$ cat config.mk
export PLATFORM = sky130hd
export DESIGN_NAME = sqrt_seq_unit
export DESIGN_NICKNAME = d
export VERILOG_FILES = /design/src/rtl/sqrt_seq_pkg.sv /design/src/rtl/sqrt_trial_step.sv /design/src/rtl/sqrt_finish.sv /design/src/rtl/sqrt_seq_unit.sv
export SDC_FILE = /design/constraint.sdc
export NUM_CORES = 1
export LEC_CHECK = 0
export BUFFER_PORTS_ARGS = -buffer_cell sky130_fd_sc_hd__buf_2
export CAP_MARGIN = 20
export CORE_MARGIN = 3
export CORE_UTILIZATION = 65
export DETAILED_ROUTE_END_ITERATION = 7
export PLACE_DENSITY_LB_ADDON = 0.05
export SLEW_MARGIN = 0
export SYNTH_ARGS = -nofsm -noshare
export SYNTH_HDL_FRONTEND = slang
export SYNTH_SLANG_ARGS = --single-unit
$ cat constraint.sdc
create_clock -name clk -period 8.2 [get_ports clk]
set_input_delay 0 -clock clk [delete_from_list [all_inputs] [get_ports clk]]
set_output_delay 0 -clock clk [all_outputs]
set_load 0.05 [all_outputs]
$ cat src/rtl/sqrt_seq_pkg.sv
// Package: shared state encoding for the sequential square root unit.
package sqrt_seq_pkg;
    typedef enum logic [1:0] {
        ST_IDLE = 2'd0,
        ST_RUN  = 2'd1,
        ST_FIX  = 2'd2
    } sqrt_state_e;
endpackage

$ cat src/rtl/sqrt_trial_step.sv
// sqrt_trial_step: combinational logic for one root-digit iteration.
// Doubles the partial remainder and forms the trial difference against
// 2*q +/- w, where w is the weight of the current digit. It then selects
// the next remainder and partial root.
// Assumes: s_i has 2*F fraction bits; q_i and wt_i have F fraction bits.
module sqrt_trial_step #(
    parameter int F  = 6,
    parameter int SW = 2*F + 5
) (
    input  logic [SW-1:0] s_i,
    input  logic [F:0]    q_i,
    input  logic [F:0]    wt_i,
    input  logic          nr_i,
    output logic [SW-1:0] s_o,
    output logic [F:0]    q_o
);
    localparam int PADW = SW - F - 1;

    logic [SW-1:0] q_ext, wt_ext, two_s, term_sub, term_add, trial;

    // Purpose: widen operands and build the two candidate correction terms.
    always_comb begin
        q_ext    = {{PADW{1'b0}}, q_i};
        wt_ext   = {{PADW{1'b0}}, wt_i};
        two_s    = s_i << 1;
        term_sub = ((q_ext << 1) + wt_ext) << F;
        term_add = ((q_ext << 1) - wt_ext) << F;
        trial    = two_s - term_sub;
    end

    // Purpose: pick the next remainder and root, by the digit rule of the mode.
    always_comb begin
        if (nr_i) begin
            if (!s_i[SW-1]) begin
                s_o = trial;
                q_o = q_i + wt_i;
            end else begin
                s_o = two_s + term_add;
                q_o = q_i - wt_i;
            end
        end else begin
            if (!trial[SW-1]) begin
                s_o = trial;
                q_o = q_i | wt_i;
            end else begin
                s_o = two_s;
                q_o = q_i;
            end
        end
    end
endmodule

$ cat src/rtl/sqrt_finish.sv
// sqrt_finish: final correction and the result registers.
// In non-restoring mode, a negative last remainder is repaired: the root
// loses its last unit and 2q - 1 (scaled) is added back to the remainder.
// The registers load only when en_i is high.
// Assumes: s_i holds 2^F times the true remainder, with 2*F fraction bits.
module sqrt_finish #(
    parameter int F  = 6,
    parameter int SW = 2*F + 5,
    parameter int RW = F + 2
) (
    input  logic          clk,
    input  logic          rst_n,
    input  logic          en_i,
    input  logic [SW-1:0] s_i,
    input  logic [F:0]    q_i,
    input  logic          nr_i,
    output logic [F:0]    root_o,
    output logic [RW-1:0] rem_o
);
    localparam int PADW = SW - F - 1;

    logic [SW-1:0] s_fix;
    logic [F:0]    q_fix;

    // Purpose: undo the last +1 digit when the non-restoring remainder is negative.
    always_comb begin
        if (nr_i && s_i[SW-1]) begin
            s_fix = s_i + ((({{PADW{1'b0}}, q_i} << 1) - 1'b1) << F);
            q_fix = q_i - 1'b1;
        end else begin
            s_fix = s_i;
            q_fix = q_i;
        end
    end

    // Purpose: capture the corrected root and remainder at completion.
    always_ff @(posedge clk) begin
        if (!rst_n) begin
            root_o <= '0;
            rem_o  <= '0;
        end else if (en_i) begin
            root_o <= q_fix;
            rem_o  <= s_fix[F +: RW];
        end
    end

    // the corrected remainder is non-negative and has no bits below 2^-2F.
    p_rem_exact_r5: assert property (@(posedge clk) disable iff (!rst_n)
        en_i |-> (s_fix[F-1:0] == '0) && (s_fix[SW-1:F+RW] == '0));

    // every stored root has its integer bit set.
    p_root_lead_r4: assert property (@(posedge clk) disable iff (!rst_n)
        $past(en_i) |-> root_o[F]);
endmodule

$ cat src/rtl/sqrt_seq_unit.sv
// sqrt_seq_unit: multicycle shift/subtract square root, one bit per clock.
// On start, it loads s = z - 1 and q = 1, then runs F iterations and one
// finish cycle, and pulses done. EN_NR = 0 removes the non-restoring mode.
// Assumes: z_i is normalized to [1,4); start_i is ignored while busy.
module sqrt_seq_unit #(
    parameter int FRAC_W = 6,
    parameter bit EN_NR  = 1'b1
) (
    input  logic                  clk,
    input  logic                  rst_n,
    input  logic                  start_i,
    input  logic                  mode_nr_i,
    input  logic [2*FRAC_W+1:0]   z_i,
    output logic                  busy_o,
    output logic                  done_o,
    output logic [FRAC_W:0]       root_o,
    output logic [FRAC_W+1:0]     rem_o
);
    import sqrt_seq_pkg::*;

    localparam int F  = FRAC_W;
    localparam int ZW = 2*F + 2;
    localparam int SW = 2*F + 5;
    localparam int RW = F + 2;
    localparam logic [SW-1:0] ONE_S  = {{(SW-1){1'b0}}, 1'b1} << (2*F);
    localparam logic [F:0]    ONE_Q  = {{F{1'b0}}, 1'b1} << F;
    localparam logic [F:0]    FIRST_W = {{F{1'b0}}, 1'b1} << (F-1);

    sqrt_state_e   st;
    logic [SW-1:0] s_r, s_nxt;
    logic [F:0]    q_r, q_nxt, wt_r;
    logic          nr_r, nr_in;

    // Purpose: choose whether the mode input exists in this build.
    generate
        if (EN_NR) begin : g_nr
            assign nr_in = mode_nr_i;
        end else begin : g_rest
            logic unused_mode;
            assign unused_mode = mode_nr_i;
            assign nr_in = 1'b0;
        end
    endgenerate

    sqrt_trial_step #(.F(F), .SW(SW)) u_step (
        .s_i (s_r),
        .q_i (q_r),
        .wt_i(wt_r),
        .nr_i(nr_r),
        .s_o (s_nxt),
        .q_o (q_nxt)
    );

    sqrt_finish #(.F(F), .SW(SW), .RW(RW)) u_fin (
        .clk   (clk),
        .rst_n (rst_n),
        .en_i  (st == ST_FIX),
        .s_i   (s_r),
        .q_i   (q_r),
        .nr_i  (nr_r),
        .root_o(root_o),
        .rem_o (rem_o)
    );

    // Purpose: sequencing, operand capture and the per-bit iteration registers.
    always_ff @(posedge clk) begin
        if (!rst_n) begin
            st     <= ST_IDLE;
            s_r    <= '0;
            q_r    <= '0;
            wt_r   <= '0;
            nr_r   <= 1'b0;
            done_o <= 1'b0;
        end else begin
            done_o <= 1'b0;
            case (st)
                ST_IDLE: if (start_i) begin
                    s_r  <= {{(SW-ZW){1'b0}}, z_i} - ONE_S;
                    q_r  <= ONE_Q;
                    wt_r <= FIRST_W;
                    nr_r <= nr_in;
                    st   <= ST_RUN;
                end
                ST_RUN: begin
                    s_r  <= s_nxt;
                    q_r  <= q_nxt;
                    wt_r <= wt_r >> 1;
                    if (wt_r[0]) st <= ST_FIX;
                end
                ST_FIX: begin
                    done_o <= 1'b1;
                    st     <= ST_IDLE;
                end
                default: st <= ST_IDLE;
            endcase
        end
    end

    // Purpose: the unit is busy whenever it is not idle.
    assign busy_o = (st != ST_IDLE);

    // an accepted start makes the unit busy on the next cycle.
    p_start_busy_r2: assert property (@(posedge clk) disable iff (!rst_n)
        (start_i && !busy_o) |=> busy_o);

    // done is a single-cycle pulse.
    p_done_pulse_r3: assert property (@(posedge clk) disable iff (!rst_n)
        done_o |=> !done_o);

    // a restoring-mode partial remainder is never negative.
    p_rest_nonneg_r4: assert property (@(posedge clk) disable iff (!rst_n)
        (st == ST_RUN && !nr_r) |-> !s_r[SW-1]);

    // the final remainder never exceeds twice the root.
    p_rem_bound_r5: assert property (@(posedge clk) disable iff (!rst_n)
        done_o |-> ({1'b0, rem_o} <= ({2'b00, root_o} << 1)));

    // a start during a run does not change the captured mode.
    p_ignore_start_r7: assert property (@(posedge clk) disable iff (!rst_n)
        (busy_o && start_i) |=> $stable(nr_r));

    // the results change only together with the done pulse.
    p_out_hold_r8: assert property (@(posedge clk) disable iff (!rst_n)
        !done_o |-> ($stable(root_o) && $stable(rem_o)));
endmodule

==> results of run 1 <==
-- routing by layer --
layer	GRT usage (%)	vias up	wire length [um]
met4	11.16	0	280
met2	48.01	135	5066
met1	38.72	1901	5085
met5	0	-	0
met3	4.892	25	574
li1	-	2053	-
-- synth_stat cells, types with 7 or more instances --
| master | n | area, um2 |
|---|---|---|
| xor2_1 | 15 | 131.4 |
| nand3_1 | 20 | 100.1 |
| a21oi_1 | 40 | 200.2 |
| a31oi_1 | 11 | 68.82 |
| nor2b_1 | 10 | 62.56 |
| nand2_1 | 59 | 221.5 |
| nand2b_1 | 7 | 43.79 |
| nor3_1 | 12 | 60.06 |
| mux2i_1 | 9 | 90.09 |
| xnor2_1 | 26 | 227.7 |
| clkbuf_1 | 16 | 60.06 |
| or3_1 | 7 | 43.79 |
| buf_2 | 10 | 50.05 |
| o21ai_0 | 41 | 205.2 |
| a21o_1 | 7 | 52.55 |
| nor2_1 | 49 | 183.9 |
| a221oi_1 | 7 | 61.31 |
| a211oi_1 | 8 | 60.06 |
| dfxtp_1 | 49 | 980.9 |
| ha_1 | 47 | 588.1 |
| a311oi_1 | 13 | 113.9 |
| inv_1 | 29 | 108.9 |
-- logic make-up after synthesis --
group           after synthesis  share of synthesized area (%)
flops                        49                          22.55
xor+xnor                     41                          8.254
mux                          12                          2.847
compound gates              159                          23.53
buf+inv                      60                          5.666
simple gates                187                          20.88
fa+ha+maj                    53                          16.28
-- worst min-delay path: stages --
cell      delay, ps
buf_2           110
nand2_1          50
o21ai_0          60
a221oi_1         80
-- cell type report --
cell class,count,area (um2),share of cell area (%)
Sequential cell,49,980.9,20.70
Clock inverter,3,43.79,0.9240
Clock buffer,5,68.82,1.452
Inverter,29,108.9,2.297
Tap cell,77,96.34,2.033
Timing Repair Buffer,50,315.3,6.653
Multi-Input combinational cell,452,3126,65.95
-- metrics by stage --
step / cells / area [um2] / setup slack [ps]
2_1_floorplan: 561 / 4350 / 4149
3_3_place_gp: 647 / 4527 / 3453
3_5_place_dp: 647 / 4527 / 3360
4_1_cts: 665 / 4740 / 3260
5_1_grt: 665 / 4740 / 2866
6_report: 665 / 4740 / 3227
-- cell usage in the layout (no fill, tap or decap), types with 20 or more instances in the layout --
| cell | instances |
|---|---|
| a21oi_1 | 40 |
| nand2_1 | 59 |
| buf_2 | 34 |
| o21ai_0 | 41 |
| nor2_1 | 49 |
| xnor2_1 | 26 |
| nand3_1 | 20 |
| dfxtp_1 | 49 |
| ha_1 | 47 |
| inv_1 | 29 |
-- what timing repair did --
action / 4_1_cts / 5_1_grt
hold buffers: 10 / 0
endpoints found under the hold margin: 10 / 0
endpoints found under the setup margin: 0 / 0
-- where the power goes --
group	internal (mW)	total [mW]	switching, mW
combinational	0.159	0.374	0.215
clock	0.0916	0.178	0.0859
sequential	0.252	0.283	0.0311
-- sequential cells by signal (all words and copies together) (netlist names) --
signal	flops
done_o	1
nr_r	1
q_r	7
s_r	17
st	2
u_fin.rem_o	8
u_fin.root_o	7
wt_r	6
-- worst paths after layout --
kind | slack [ps] | start | cells past startpoint | to
max | 3230 | wt_r[2] | 17 | s_r[14]
min | 40 | z_i[12] | 4 | s_r[12]
max reg2reg | 3230 | wt_r[2] | 17 | s_r[14]
min reg2reg | 480 | s_r[1] | 2 | s_r[1]
==> impl_metrics.toml, run 1 <==
[critical_path]
crit_family = "compound AO/OA/AOI/OAI gates"
crit_buf_inv = 2
cp-end-kind = "flop"
critPathKind = "flop to flop"
cp_common_cell = "ha_1"
cp_data_arrival_time_ps = 5170
max_stage_delay_ps = 740
worst_setup_path_start_kind = "flop"
crit_fanout = 14
cp.required_ps = 8400
cp_cell_sequence = "inv_1, ha_1, inv_1, a21o_1, a21oi_1, o21bai_1, a21o_1, xnor2_1, ha_1, a2111oi_2, nor3b_1, a211o_1, ha_1, nor2_1, nor2_1, and3b_1, o311a_1"
cp_slowest_cell = "nor2_1"

[pwr]
p_leak_nw = 1.994
power_density_mw_per_mm2 = 176.2
finalPower_uw = 834.9
ir_drop_mv = 0.1342

[sta]
tns_ps = 0
skew_ps = 8.548
rsz0062_at_grt = "no"
max_clock_freq_mhz = 201.1
worst_slew_pin_slew_ps = 1080
relSlewSlack_pct = 27.67
fin_crit_ps = 4973
drv_slew = 0
setup_violations = 0
finalHoldViolCount = 0
holdWs_ps = 39.27
fin_crit_sh_pct = 60.65

[die]
io-pin-count = 35
die_x_um = 87.81
dieArea_mm2 = 0.007711
rows = 29
die_y_um = 87.81
floorplan.initialDensity_pct = 67.74
fp.coreArea_mm2 = 0.006422

[final_layout]
utilization_pct = 73.80
n_fill_cell = 499
antenna_cells = 0
final_layout_size_suffix_gt1_share_pct = 10.37
nets = 658
area_delta_synth_final_pct = 8.945

[global_routing]
grt_util_all_layers_pct = 29.36
grt_overflow = 0
grt_first_pass_wirelength_um = 17910
antenna_found_initial = 0
grt_max_degree = 44
grt_pass1_vias = 3768

[synthesis]
ys_types = 58
synthArstFlopShare_pct = 0
ys_seq_area_share_pct = 22.55
synth-seq-cells = 49
synth_nets = 632
synth_edf_count = 0
yosysWarningCount = 0
synthFlopType = "dfxtp_1"
syn_area_mm2 = 0.004350
netlist_instances = 561
syn_avg_cell_area_um2 = 7.755

[status]
status = "complete, no violations"

[detailed_routing]
drt_iter0_markers = 286
wl_per_cell_um = 16.55
drt_pre_antenna_iters = 5
ant_nets = 0
drc = 0
routed_via_density = 6.186
drt-total-wl_um = 11010
via_count = 4114

[clock_network]
clock-root-buffer = "clkbuf_8"
clkSlewWorstSetupHoldPaths_ps = 100
clock-sinks = 49
htreeDepth = 2
cts_resized = 0
cts_tree = "yes"
cts_made_buffers = 5
post-cts-setup-buffers = 0
clockBufferDepth = 2
clk_latency_ps = 310

[place]
post-dp-hpwl_um = 8102
finalWeightedCongestion = 1.045
port_buffers = 34

[flow_run]
maxCapViolCount = 0

[hold_path]
hp-class = "input pin to flop"
(Power assumes the default switching activity.)
==> run 2, diff against run 1 <==
--- a/config.mk
+++ b/config.mk
@@ -8,7 +8,7 @@
 export BUFFER_PORTS_ARGS = -buffer_cell sky130_fd_sc_hd__buf_2
 export CAP_MARGIN = 20
 export CORE_MARGIN = 3
-export CORE_UTILIZATION = 65
+export CORE_UTILIZATION = 61
 export DETAILED_ROUTE_END_ITERATION = 7
 export PLACE_DENSITY_LB_ADDON = 0.05
 export SLEW_MARGIN = 0
==> constraint.sdc (replaced) <==
create_clock -name clk -period 5.1 [get_ports clk]
set_input_delay 0 -clock clk [delete_from_list [all_inputs] [get_ports clk]]
set_output_delay 0 -clock clk [all_outputs]
set_load 0.05 [all_outputs]
==> run 2 against run 1 <==
Compared with the run above:
- wire length fell by 0.83%
- total power rose by 56%
- register-to-register slack got worse by 2700 ps
- critical endpoint is now s_r[15]
- cell count rose by 3.5%
- combinational power rose by 64%
- worst hold slack got worse by 26 ps
- fmax rose by 9.1%
- design area rose by 0.69%
- via count fell by 0.39%
- clock power rose by 34%
- global-route usage fell by 2.6 points
==> impl_metrics.toml, run 2 (synthesis gave the netlist of run 1 again) <==
[detailed_routing]
drt_pre_antenna_iters = 5
topRoutingLayerUsed = "met4"
wl_per_cell_um = 15.87
ant_nets = 0
routed_via_density = 5.956
via_count = 4098
met3_length_um = 597
drc = 0
drt_iter0_markers = 315
wl_met2_um = 5140
drt-total-wl_um = 10920
drt-met1-wl_um = 5002

[global_routing]
grt_util_all_layers_pct = 26.71
antenna_found_initial = 0
grt_first_pass_wirelength_um = 17950
grt_overflow = 0
grt_max_degree = 30
grt_pass1_vias = 3707

[critical_path]
max_stage_delay_ps = 420
cp_data_arrival_time_ps = 4730
ff2ff_setup_slack_ps = 540
regToRegStartpoint = "q_r[0]"
crit_fanout = 6
worst_setup_path_start_kind = "flop"
cp-end-kind = "flop"
cp_cell_sequence = "ha_1, fa_1, nand2b_1, a21oi_1, nor2_1, nor2_1, o21ai_0, xor2_1, ha_1, or2_2, nor3b_1, a211o_1, ha_1, nor2_1, buf_4, or4_1, o21ai_1, mux2i_1, a41oi_1"
regToRegEndpoint = "s_r[15]"
cp.required_ps = 5270
critPathKind = "flop to flop"
cp_slowest_cell = "fa_1"
rr_worst_depth = 19

[flow_run]
maxCapViolCount = 0

[die]
io-pin-count = 35
fp.coreArea_mm2 = 0.006869
dieArea_mm2 = 0.008181
floorplan.initialDensity_pct = 63.33
die_y_um = 90.45
rows = 30
die_x_um = 90.45

[clock_network]
clk_latency_ps = 310
clock-root-buffer = "clkbuf_8"
cts_resized = 0
htreeDepth = 2
post-cts-setup-buffers = 0
cts_made_buffers = 5
clockBufferDepth = 2
cts_tree = "yes"
holdBufCountCts = 10
clock-sinks = 49
clkSlewWorstSetupHoldPaths_ps = 90

[pwr]
power_density_mw_per_mm2 = 273.7
ir_drop_mv = 0.1714
p_leak_nw = 1.996
finalPower_mw = 1.306

[sta]
fin_crit_ps = 4560
max_clock_freq_mhz = 219.3
drv_slew = 0
fin_crit_sh_pct = 89.41
skew_ps = 7.919
finalHoldViolCount = 0
worst_slew_pin_slew_ps = 851.6
rsz0062_at_grt = "no"
relSlewSlack_pct = 43.09
setup_violations = 0
tns_ps = 0

[final_layout]
most-common-layout-cells = "59 x nand2_1, 49 x nor2_1, 49 x dfxtp_1, 47 x ha_1, 41 x o21ai_0"
top_regs = "s_r: 17 flops, u_fin.rem_o: 8 flops"
nets = 662
area_delta_synth_final_pct = 9.692
largest_register = "s_r"
largest_reg_flops = 17
final_layout_size_suffix_gt1_share_pct = 10.64
utilization_pct = 69.47
antenna_cells = 0
final_common_cell = "nand2_1"

[hold_path]
holdCritStartpoint = "z_i[12]"
worstHoldEndpoint = "s_r[12]"
hp-class = "input pin to flop"
whs_path_depth = 4

[place]
finalWeightedCongestion = 0.8926
post-dp-hpwl_um = 7988
port_buffers = 34

[status]
status = "complete, no violations"
[run 2: cell types whose count changed in the layout (fill, tap and decap cells not counted), sizes merged]
| cell | before | now |
|---|---|---|
| buf | 40 | 44 |
| bufinv | 1 | 0 |
| clkbuf | 5 | 7 |
| clkinv | 1 | 0 |
| clkinvlp | 0 | 1 |
| inv | 30 | 29 |
[run 2: worst max path at each step]
stage,from,end,slack [ps],cells after the start
2_1_floorplan,q_r[0],q_r[4],1050,20
3_3_place_gp,q_r[0],s_r[15],740,19
3_5_place_dp,q_r[0],s_r[15],600,19
4_1_cts,q_r[0],s_r[15],580,19
5_1_grt,wt_r[2],s_r[15],110,18
6_report,q_r[0],s_r[15],540,19
[run 2: per-layer routing]
layer / vias up / global-route usage [%]
li1: 2064 / -
met1: 1901 / 36.38
met2: 118 / 44.31
met3: 15 / 3.500
met4: 0 / 7.781
met5: - / 0
[run 2: layout make-up]
type	instances	area (um2)
Fill cell	614	2097
Multi-Input combinational cell	452	3126
Clock inverter	1	7.507
Sequential cell	49	980.9
Timing Repair Buffer	54	352.8
Inverter	29	108.9
Clock buffer	7	76.32
Tap cell	96	120.1
[run 2: stage by stage]
step	instance area, um2	instances	setup slack [ps]	hold slack (ps)
after detailed placement	4573	669	604.6	249.1
after floorplan	4350	561	1049	136.0
after CTS	4757	687	580.5	14.53
final	4772	688	539.9	13.49
after global placement	4573	669	737.9	242.2
after global routing	4772	688	110.2	43.07
[run 2: critical path, delay by kind of cell, from the launching register on]
family / cells / cell delay [ps]
compound gates: 5 / 870
simple gates: 7 / 1250
fa+ha+maj: 4 / 1290
flops: 1 / 400
mux: 1 / 210
buf+inv: 1 / 200
xor+xnor: 1 / 180
[run 2: where the power goes]
group | switching [mW] | total [mW] | internal [mW]
logic | 0.345 | 0.614 | 0.269
clock network | 0.140 | 0.238 | 0.0976
registers | 0.0488 | 0.454 | 0.405
total | 0.534 | 1.31 | 0.772
